==> config.mk <==
export PLATFORM = sky130hd
export DESIGN_NAME = refill_seq
export DESIGN_NICKNAME = d
export VERILOG_FILES = /design/src/rtl/refill_pkg.sv /design/src/rtl/refill_ctrl.sv /design/src/rtl/refill_linebuf.sv /design/src/rtl/refill_addrgen.sv /design/src/rtl/refill_seq.sv
export SDC_FILE = /design/constraint.sdc
export NUM_CORES = 1
export LEC_CHECK = 0
export ABC_AREA = 1
export BUFFER_PORTS_ARGS = -buffer_cell sky130_fd_sc_hd__buf_2
export CORE_AREA = 2 2 156 158
export DETAILED_ROUTE_END_ITERATION = 10
export DIE_AREA = 0 0 158 160
export PLACE_DENSITY_LB_ADDON = 0.12
export SYNTH_ARGS = -nofsm -noshare
export SYNTH_HDL_FRONTEND = slang
export SYNTH_SLANG_ARGS = --single-unit
==> constraint.sdc <==
create_clock -name clk -period 2.37 [get_ports clk]
set_input_delay 0 -clock clk [delete_from_list [all_inputs] [get_ports clk]]
set_output_delay 0 -clock clk [all_outputs]
set_load 0.05 [all_outputs]
==> src/rtl/refill_pkg.sv <==
package refill_pkg;

  typedef enum logic [2:0] {
    RF_IDLE,
    RF_P_ADDR,
    RF_P_WAIT,
    RF_P_WR,
    RF_I_ISSUE,
    RF_I_COLLECT,
    RF_I_WR
  } rf_state_e;

endpackage

==> src/rtl/refill_ctrl.sv <==
module refill_ctrl
  import refill_pkg::*;
#(
  parameter int LINE_AW = 10,
  parameter int WORDS   = 8,
  parameter int BANKS   = 4
) (
  input  logic                        clk,
  input  logic                        rst_n,
  input  logic                        req_valid,
  input  logic [LINE_AW-1:0]          req_line,
  input  logic                        req_ilv,
  input  logic                        rdy0,
  input  logic                        fill_last,
  output rf_state_e                   state_o,
  output logic [$clog2(WORDS)-1:0]    widx_o,
  output logic [((WORDS/BANKS) > 1 ? $clog2(WORDS/BANKS) : 1)-1:0] beat_o,
  output logic [LINE_AW-1:0]          line_o,
  output logic                        busy,
  output logic                        done,
  output logic                        cwr_en
);

  localparam int WIDX_W = $clog2(WORDS);
  localparam int BEATS  = WORDS / BANKS;
  localparam int BEAT_W = (BEATS > 1) ? $clog2(BEATS) : 1;
  localparam logic [WIDX_W-1:0] WIDX_LAST = WIDX_W'(WORDS - 1);
  localparam logic [BEAT_W-1:0] BEAT_LAST = BEAT_W'(BEATS - 1);

  rf_state_e           state_q, state_n;
  logic [WIDX_W-1:0]   widx_q, widx_n;
  logic [BEAT_W-1:0]   beat_q, beat_n;
  logic [LINE_AW-1:0]  line_q;
  logic                line_en;
  logic                done_q, done_n;

  // next-state logic
  always_comb begin
    state_n = state_q;
    widx_n  = widx_q;
    beat_n  = beat_q;
    line_en = 1'b0;
    done_n  = 1'b0;
    unique case (state_q)
      RF_IDLE: begin
        if (req_valid) begin
          line_en = 1'b1;
          widx_n  = '0;
          beat_n  = '0;
          state_n = req_ilv ? RF_I_ISSUE : RF_P_ADDR;
        end
      end
      RF_P_ADDR: state_n = RF_P_WAIT;
      RF_P_WAIT: begin
        if (rdy0) state_n = RF_P_WR;
      end
      RF_P_WR: begin
        if (widx_q == WIDX_LAST) begin
          state_n = RF_IDLE;
          done_n  = 1'b1;
        end else begin
          widx_n  = widx_q + 1'b1;
          state_n = RF_P_ADDR;
        end
      end
      RF_I_ISSUE: begin
        if (beat_q == BEAT_LAST) state_n = RF_I_COLLECT;
        else                     beat_n  = beat_q + 1'b1;
      end
      RF_I_COLLECT: begin
        if (fill_last) state_n = RF_I_WR;
      end
      RF_I_WR: begin
        if (widx_q == WIDX_LAST) begin
          state_n = RF_IDLE;
          done_n  = 1'b1;
        end else begin
          widx_n  = widx_q + 1'b1;
        end
      end
      default: state_n = RF_IDLE;
    endcase
  end

  // registers
  always_ff @(posedge clk or negedge rst_n) begin
    if (!rst_n) begin
      state_q <= RF_IDLE;
      widx_q  <= '0;
      beat_q  <= '0;
      done_q  <= 1'b0;
    end else begin
      state_q <= state_n;
      widx_q  <= widx_n;
      beat_q  <= beat_n;
      done_q  <= done_n;
    end
  end

  always_ff @(posedge clk or negedge rst_n) begin
    if (!rst_n)       line_q <= '0;
    else if (line_en) line_q <= req_line;
  end

  assign state_o = state_q;
  assign widx_o  = widx_q;
  assign beat_o  = beat_q;
  assign line_o  = line_q;
  assign busy    = (state_q != RF_IDLE);
  assign done    = done_q;
  assign cwr_en  = (state_q == RF_P_WR) || (state_q == RF_I_WR);

  AST_DONE_ONE_CYCLE: assert property (@(posedge clk) disable iff (!rst_n)
    done |=> !done);
  AST_DONE_AFTER_WRITE: assert property (@(posedge clk) disable iff (!rst_n)
    done |-> ($past(cwr_en) && !busy));
  AST_NO_WRITE_IDLE: assert property (@(posedge clk) disable iff (!rst_n)
    !busy |-> !cwr_en);
  AST_WRITE_ASCENDING: assert property (@(posedge clk) disable iff (!rst_n)
    (cwr_en && $past(cwr_en)) |-> (widx_q == $past(widx_q) + 1'b1));
  AST_REQ_IGNORED: assert property (@(posedge clk) disable iff (!rst_n)
    (busy && req_valid) |=> $stable(line_q));

endmodule

==> src/rtl/refill_linebuf.sv <==
module refill_linebuf #(
  parameter int DW    = 32,
  parameter int WORDS = 8,
  parameter int BANKS = 4
) (
  input  logic                     clk,
  input  logic                     rst_n,
  input  logic                     clr,
  input  logic                     plain_cap,
  input  logic [$clog2(WORDS)-1:0] plain_idx,
  input  logic                     ilv_en,
  input  logic [BANKS-1:0]         rdy,
  input  logic [BANKS*DW-1:0]      rdata,
  input  logic [$clog2(WORDS)-1:0] rd_idx,
  output logic [DW-1:0]            rd_data,
  output logic                     fill_last
);

  localparam int WIDX_W = $clog2(WORDS);
  localparam int CNT_W  = WIDX_W + 1;
  localparam int BEATS  = WORDS / BANKS;
  localparam int BEAT_W = (BEATS > 1) ? $clog2(BEATS) : 1;

  logic [DW-1:0]      word_q [WORDS];
  logic [BEAT_W-1:0]  bcnt_q [BANKS];
  logic [CNT_W-1:0]   cnt_q;
  logic [BANKS-1:0]   take;
  logic [CNT_W-1:0]   incoming;

  assign take      = rdy & {BANKS{ilv_en}};
  assign incoming  = CNT_W'($countones(take));
  assign fill_last = ilv_en && ((cnt_q + incoming) == CNT_W'(WORDS));

  // per-module beat counters: which of the module's words arrives next
  for (genvar b = 0; b < BANKS; b++) begin : g_bank
    always_ff @(posedge clk or negedge rst_n) begin
      if (!rst_n)       bcnt_q[b] <= '0;
      else if (clr)     bcnt_q[b] <= '0;
      else if (take[b]) bcnt_q[b] <= bcnt_q[b] + 1'b1;
    end
  end

  always_ff @(posedge clk or negedge rst_n) begin
    if (!rst_n)      cnt_q <= '0;
    else if (clr)    cnt_q <= '0;
    else if (ilv_en) cnt_q <= cnt_q + incoming;
  end

  // line storage: word w lives in module w mod BANKS, beat w / BANKS
  for (genvar w = 0; w < WORDS; w++) begin : g_word
    localparam int BK = w % BANKS;
    localparam int BT = w / BANKS;
    logic we_plain, we_ilv;
    assign we_plain = plain_cap && (plain_idx == WIDX_W'(w));
    assign we_ilv   = take[BK] && (bcnt_q[BK] == BEAT_W'(BT));
    always_ff @(posedge clk) begin
      if (we_plain)    word_q[w] <= rdata[0 +: DW];
      else if (we_ilv) word_q[w] <= rdata[BK*DW +: DW];
    end
  end

  assign rd_data = word_q[rd_idx];

  AST_CAPTURE_BOUND: assert property (@(posedge clk) disable iff (!rst_n)
    ilv_en |-> (cnt_q < CNT_W'(WORDS)));
  AST_FILL_THEN_CLEAR: assert property (@(posedge clk) disable iff (!rst_n)
    fill_last |=> !ilv_en);

endmodule

==> src/rtl/refill_addrgen.sv <==
module refill_addrgen
  import refill_pkg::*;
#(
  parameter int LINE_AW = 10,
  parameter int WORDS   = 8,
  parameter int BANKS   = 4
) (
  input  logic                       clk,
  input  logic                       rst_n,
  input  rf_state_e                  state_i,
  input  logic [LINE_AW-1:0]         line_i,
  input  logic [$clog2(WORDS)-1:0]   widx_i,
  input  logic [((WORDS/BANKS) > 1 ? $clog2(WORDS/BANKS) : 1)-1:0] beat_i,
  output logic [BANKS-1:0]           mem_stb,
  output logic [BANKS*(LINE_AW+$clog2(WORDS))-1:0] mem_addr
);

  localparam int WIDX_W = $clog2(WORDS);
  localparam int MAW    = LINE_AW + WIDX_W;
  localparam int BEATS  = WORDS / BANKS;

  logic              plain_issue, ilv_issue;
  logic [MAW-1:0]    plain_addr, bank_addr;

  assign plain_issue = (state_i == RF_P_ADDR);
  assign ilv_issue   = (state_i == RF_I_ISSUE);
  assign plain_addr  = {line_i, widx_i};
  assign bank_addr   = MAW'(line_i) * MAW'(BEATS) + MAW'(beat_i);

  for (genvar b = 0; b < BANKS; b++) begin : g_port
    if (b == 0) begin : g_home
      assign mem_stb[b]            = plain_issue || ilv_issue;
      assign mem_addr[b*MAW +: MAW] = ilv_issue ? bank_addr : plain_addr;
    end else begin : g_other
      assign mem_stb[b]            = ilv_issue;
      assign mem_addr[b*MAW +: MAW] = bank_addr;
    end
  end

  AST_PLAIN_SINGLE_MODULE: assert property (@(posedge clk) disable iff (!rst_n)
    (state_i inside {RF_P_ADDR, RF_P_WAIT, RF_P_WR}) |-> (mem_stb[BANKS-1:1] == '0));
  AST_NO_STROBE_IDLE: assert property (@(posedge clk) disable iff (!rst_n)
    (state_i == RF_IDLE) |-> (mem_stb == '0));
  AST_ILV_ALL_MODULES: assert property (@(posedge clk) disable iff (!rst_n)
    (mem_stb[BANKS-1] == 1'b1) |-> (mem_stb == '1));

endmodule

==> src/rtl/refill_seq.sv <==
module refill_seq
  import refill_pkg::*;
#(
  parameter int DW      = 32,
  parameter int LINE_AW = 10,
  parameter int WORDS   = 8,
  parameter int BANKS   = 4
) (
  input  logic                       clk,
  input  logic                       rst_n,
  input  logic                       req_valid,
  input  logic [LINE_AW-1:0]         req_line,
  input  logic                       req_ilv,
  input  logic [BANKS-1:0]           mem_rdy,
  input  logic [BANKS*DW-1:0]        mem_rdata,
  output logic [BANKS-1:0]           mem_stb,
  output logic [BANKS*(LINE_AW+$clog2(WORDS))-1:0] mem_addr,
  output logic                       cwr_en,
  output logic [$clog2(WORDS)-1:0]   cwr_idx,
  output logic [DW-1:0]              cwr_data,
  output logic                       busy,
  output logic                       done
);

  localparam int WIDX_W = $clog2(WORDS);
  localparam int BEATS  = WORDS / BANKS;
  localparam int BEAT_W = (BEATS > 1) ? $clog2(BEATS) : 1;

  // asynchronous assertion, synchronous release
  logic [1:0] rst_sync_q;
  logic       rst_int_n;

  always_ff @(posedge clk or negedge rst_n) begin
    if (!rst_n) rst_sync_q <= 2'b00;
    else        rst_sync_q <= {rst_sync_q[0], 1'b1};
  end
  assign rst_int_n = rst_sync_q[1];

  rf_state_e          state;
  logic [WIDX_W-1:0]  widx;
  logic [BEAT_W-1:0]  beat;
  logic [LINE_AW-1:0] line;
  logic               fill_last;
  logic               plain_cap, ilv_en, clr;

  assign plain_cap = (state == RF_P_WAIT) && mem_rdy[0];
  assign ilv_en    = (state == RF_I_ISSUE) || (state == RF_I_COLLECT);
  assign clr       = (state == RF_IDLE);

  refill_ctrl #(.LINE_AW(LINE_AW), .WORDS(WORDS), .BANKS(BANKS)) u_ctrl (
    .clk       (clk),
    .rst_n     (rst_int_n),
    .req_valid (req_valid),
    .req_line  (req_line),
    .req_ilv   (req_ilv),
    .rdy0      (mem_rdy[0]),
    .fill_last (fill_last),
    .state_o   (state),
    .widx_o    (widx),
    .beat_o    (beat),
    .line_o    (line),
    .busy      (busy),
    .done      (done),
    .cwr_en    (cwr_en)
  );

  refill_linebuf #(.DW(DW), .WORDS(WORDS), .BANKS(BANKS)) u_buf (
    .clk       (clk),
    .rst_n     (rst_int_n),
    .clr       (clr),
    .plain_cap (plain_cap),
    .plain_idx (widx),
    .ilv_en    (ilv_en),
    .rdy       (mem_rdy),
    .rdata     (mem_rdata),
    .rd_idx    (widx),
    .rd_data   (cwr_data),
    .fill_last (fill_last)
  );

  refill_addrgen #(.LINE_AW(LINE_AW), .WORDS(WORDS), .BANKS(BANKS)) u_addr (
    .clk      (clk),
    .rst_n    (rst_int_n),
    .state_i  (state),
    .line_i   (line),
    .widx_i   (widx),
    .beat_i   (beat),
    .mem_stb  (mem_stb),
    .mem_addr (mem_addr)
  );

  assign cwr_idx = widx;

endmodule

==> impl_metrics.csv <==
group,metric,value,unit
floorplan,fp-row-count,57,
sta,relSlewSlack,65.8,%
logic_synthesis,avgSynthCellArea,9.47,um^2
detailed_routing,drt.antenna.violating_nets,0,
clock_network,cts_tree,"done",
power_and_ir_drop,p_seq_share,31.4,%
global_routing,grt_pass1_wl,61600,um
setup_path,crit_path_end_kind,"flip-flop",
clock_network,cts.path.max_buffers,3,
sta,skew,25.3,ps
layout,mostFrequentLayoutCell,"nand2_1",
layout,fin_nets,2001,
floorplan,die_h,160,um
logic_synthesis,synth-xor-area-share,0.0618,%
min_path,hp-class,"input port to flip-flop",
logic_synthesis,synth.area.top_cells,"edfxtp_1 54%, nand2_1 9.4%, o21ai_0 9.2%",
global_routing,antenna_found_initial,1,
setup_path,arrival,2990,ps
logic_synthesis,synth_top_family_by_area,"compound AO/OA/AOI/OAI gates",
layout,drive_gt1_share,22.8,%
floorplan,die-area,0.0253,mm^2
floorplan,start_util,59.5,%
logic_synthesis,yosysTopAreaCellShare,54.2,%
setup_path,cp_max_fo,5,
outcome,status,"finished with violations",
detailed_routing,drc,0,
sta,holdWs,61.9,ps
detailed_routing,viasPerCell,5.60,
sta,layout_setup_ws,-179,ps
logic_synthesis,synth_cell_types,29,
logic_synthesis,yosys.area_share.simple,14.4,%
power_and_ir_drop,vdd_ir_drop_max,1.13,mV
detailed_routing,drtIter0Drc,1257,
setup_path,crit_type,"flip-flop to flip-flop",
setup_path,worst_setup_path_start_kind,"flip-flop",
floorplan,ios,240,
layout,layout_common_cells,"348 x nand2_1, 256 x edfxtp_1, 252 x o21ai_0",
sta,period_share,108,%
clock_network,root_buffer,"clkbuf_16",
power_and_ir_drop,p_int,11900,uW
setup_path,required,2810,ps
power_and_ir_drop,p_switching,10100,uW
clock_network,cts_num_sinks,284,
detailed_routing,routedWlPerCell,18.5,um
logic_synthesis,syn_inst,1498,
floorplan,die_w,158,um
power_and_ir_drop,pwr-share-comb,47.8,%
global_routing,grt_max_degree,72,
power_and_ir_drop,powerDensity,1200,mW/mm^2
sta,fmax,0.392,GHz
sta,maxSlewViolCount,0,
clock_network,clkTransAtPathRegs,60,ps
logic_synthesis,ys_seq_elements,284,
detailed_routing,wirelength,40600,um
clock_network,numCtsBuffers,30,
floorplan,core_area,0.0238,mm^2
logic_synthesis,synth_area_leader_cell,"edfxtp_1",
outcome,violations,"negative setup slack",
power_and_ir_drop,power_leakage,0.00793,uW
logic_synthesis,synthesis.area,0.0142,mm^2
layout,area_delta_synth_final,28.9,%
power_and_ir_drop,pwr-share-clk,20.8,%
global_routing,grt_overflow,0,
sta,tightest_slew,511,ps
clock_network,htreeDepth,1,
logic_synthesis,ys_seq_area_share,59.1,%
logic_synthesis,synthAdderAreaFrac,1.04,%
place,dp_hpwl,23500,um
sta,tns,-529,ps
sta,rsz0062_at_grt,"true",
sta,finalHoldViolCount,0,
detailed_routing,firstDrtPassIters,6,
logic_synthesis,synth_compound_area_share,16.5,%
logic_synthesis,synth_mux_area_share,0,%
logic_synthesis,ys_warn_count,0,
place,portBuffers,233,
global_routing,grt_pass1_vias,11900,
clock_network,clock_latency,570,ps
place,gp_congestion,0.850,
global_routing,grt_util_all_layers,31.3,%
sta,fin_crit,2550,ps
sta,final-setup-viol-count,4,
detailed_routing,via_count,12300,
run,cap_violations,0,
power_and_ir_drop,p_sw_share,46.0,%
## cell type report
cell class | instances | area, um^2
well taps | 324 | 405
diodes | 1 | 2.50
flip-flops and latches | 284 | 8400
clock inverters | 19 | 171
inverters | 128 | 494
repair buffers | 439 | 3290
fillers | 1598 | 5550
clock buffers | 36 | 773
multi-input cells | 962 | 4740
## power by group through the flow
stage	logic, uW	registers [uW]	clock network (uW)
2_1_floorplan	7270	7190	0
3_3_place_gp	9700	6950	0
3_5_place_dp	9810	6970	0
4_1_cts	10200	6880	4590
5_1_grt	11100	6970	4790
6_report	10500	6900	4560
## per-stage QoR
step                area [um^2]  setup slack (ps)  instances  power [uW]  util (%)
floorplan                 14300              -210       1503       14500         -
finish                    18300              -179       2193       22000      76.7
global route              18300              -252       2193       22900      76.7
CTS                       18100              -150       2186       21600      76.2
detailed placement        15700              -299       1985       16800      65.8
global placement          15700              -179       1985       16600      65.8
## worst max-delay path: stages (launching register included)
cell	delay, ps
dfrtp_1	380
inv_2	90
nand2_4	110
nor2_4	120
inv_2	50
nand2_2	60
o21ai_2	60
fa_2	390
inv_2	80
ha_4	130
fa_2	420
inv_2	70
nand3_2	80
o21ai_4	190
nand2_2	70
nand2_1	80
nand2_1	50
## flip-flops by register name, summed over array words and instances, names as in the netlist
signal and cells:
u_ctrl.line_o 10, u_ctrl.beat_o 1, u_ctrl.widx_o 3, rst_sync_q 2, u_ctrl.state_o 3, u_ctrl.done 1, u_buf.cnt_q 4, u_buf.bcnt_q 4
u_buf.word_q 256
## cell families (layout without fill, tap and decap cells)
family | after synthesis | after routing
adders and majority gates | 10 | 10
and+or+nand+nor | 525 | 525
buffers and inverters | 257 | 622
other | 2 | 8
AOI/OAI and AO/OA | 419 | 419
xor gates and xnor gates | 1 | 1
DFF | 284 | 284
## worst paths after layout
path	slack [ps]	to	cells past startpoint	start
max reg2reg	-180	u_ctrl.state_o[2]$_DFFE_PN0P_	16	u_ctrl.state_o[1]$_DFFE_PN0P_
max	-180	u_ctrl.state_o[2]$_DFFE_PN0P_	16	u_ctrl.state_o[1]$_DFFE_PN0P_
min in group asynchronous	270	u_buf.cnt_q[1]$_DFFE_PN0P_	1	rst_sync_q[1]$_DFF_PN0_
min reg2reg	270	u_buf.cnt_q[1]$_DFFE_PN0P_	1	rst_sync_q[1]$_DFF_PN0_
max in group asynchronous	1800	u_ctrl.widx_o[1]$_DFFE_PN0P_	1	rst_sync_q[1]$_DFF_PN0_
min	60	u_buf.bcnt_q[1]$_DFFE_PN0P_	7	mem_rdy[2]
## synthesized netlist by cell type, drive strengths merged
master / n
buf: 85
inv: 127
edfxtp: 256
conb: 2
dfrtp: 28
or2: 3
nand3: 21
clkinv: 1
o22ai: 65
o21ai: 353
nor2: 142
xnor2: 1
nand3b: 1
fa: 3
nand2: 358
clkbuf: 44
ha: 7
o21a: 1
## routing by layer
metal / GRT usage, % / wire length [um]
met1: 41.3 / 15600
met2: 53.8 / 20300
met3: 4.07 / 3620
met4: 10.5 / 1120
met5: 0 / 0
## timing repair
item | in CTS | in global routing
pin swaps | 7 | 5
endpoints found under the setup margin | 36 | 57
cloned | 0 | 1
endpoints found under the hold margin | 272 | 0
hold buffers | 143 | 0
buffers inserted | 3 | 5
gates resized for setup | 21 | 22
(Power assumes the default switching activity.)
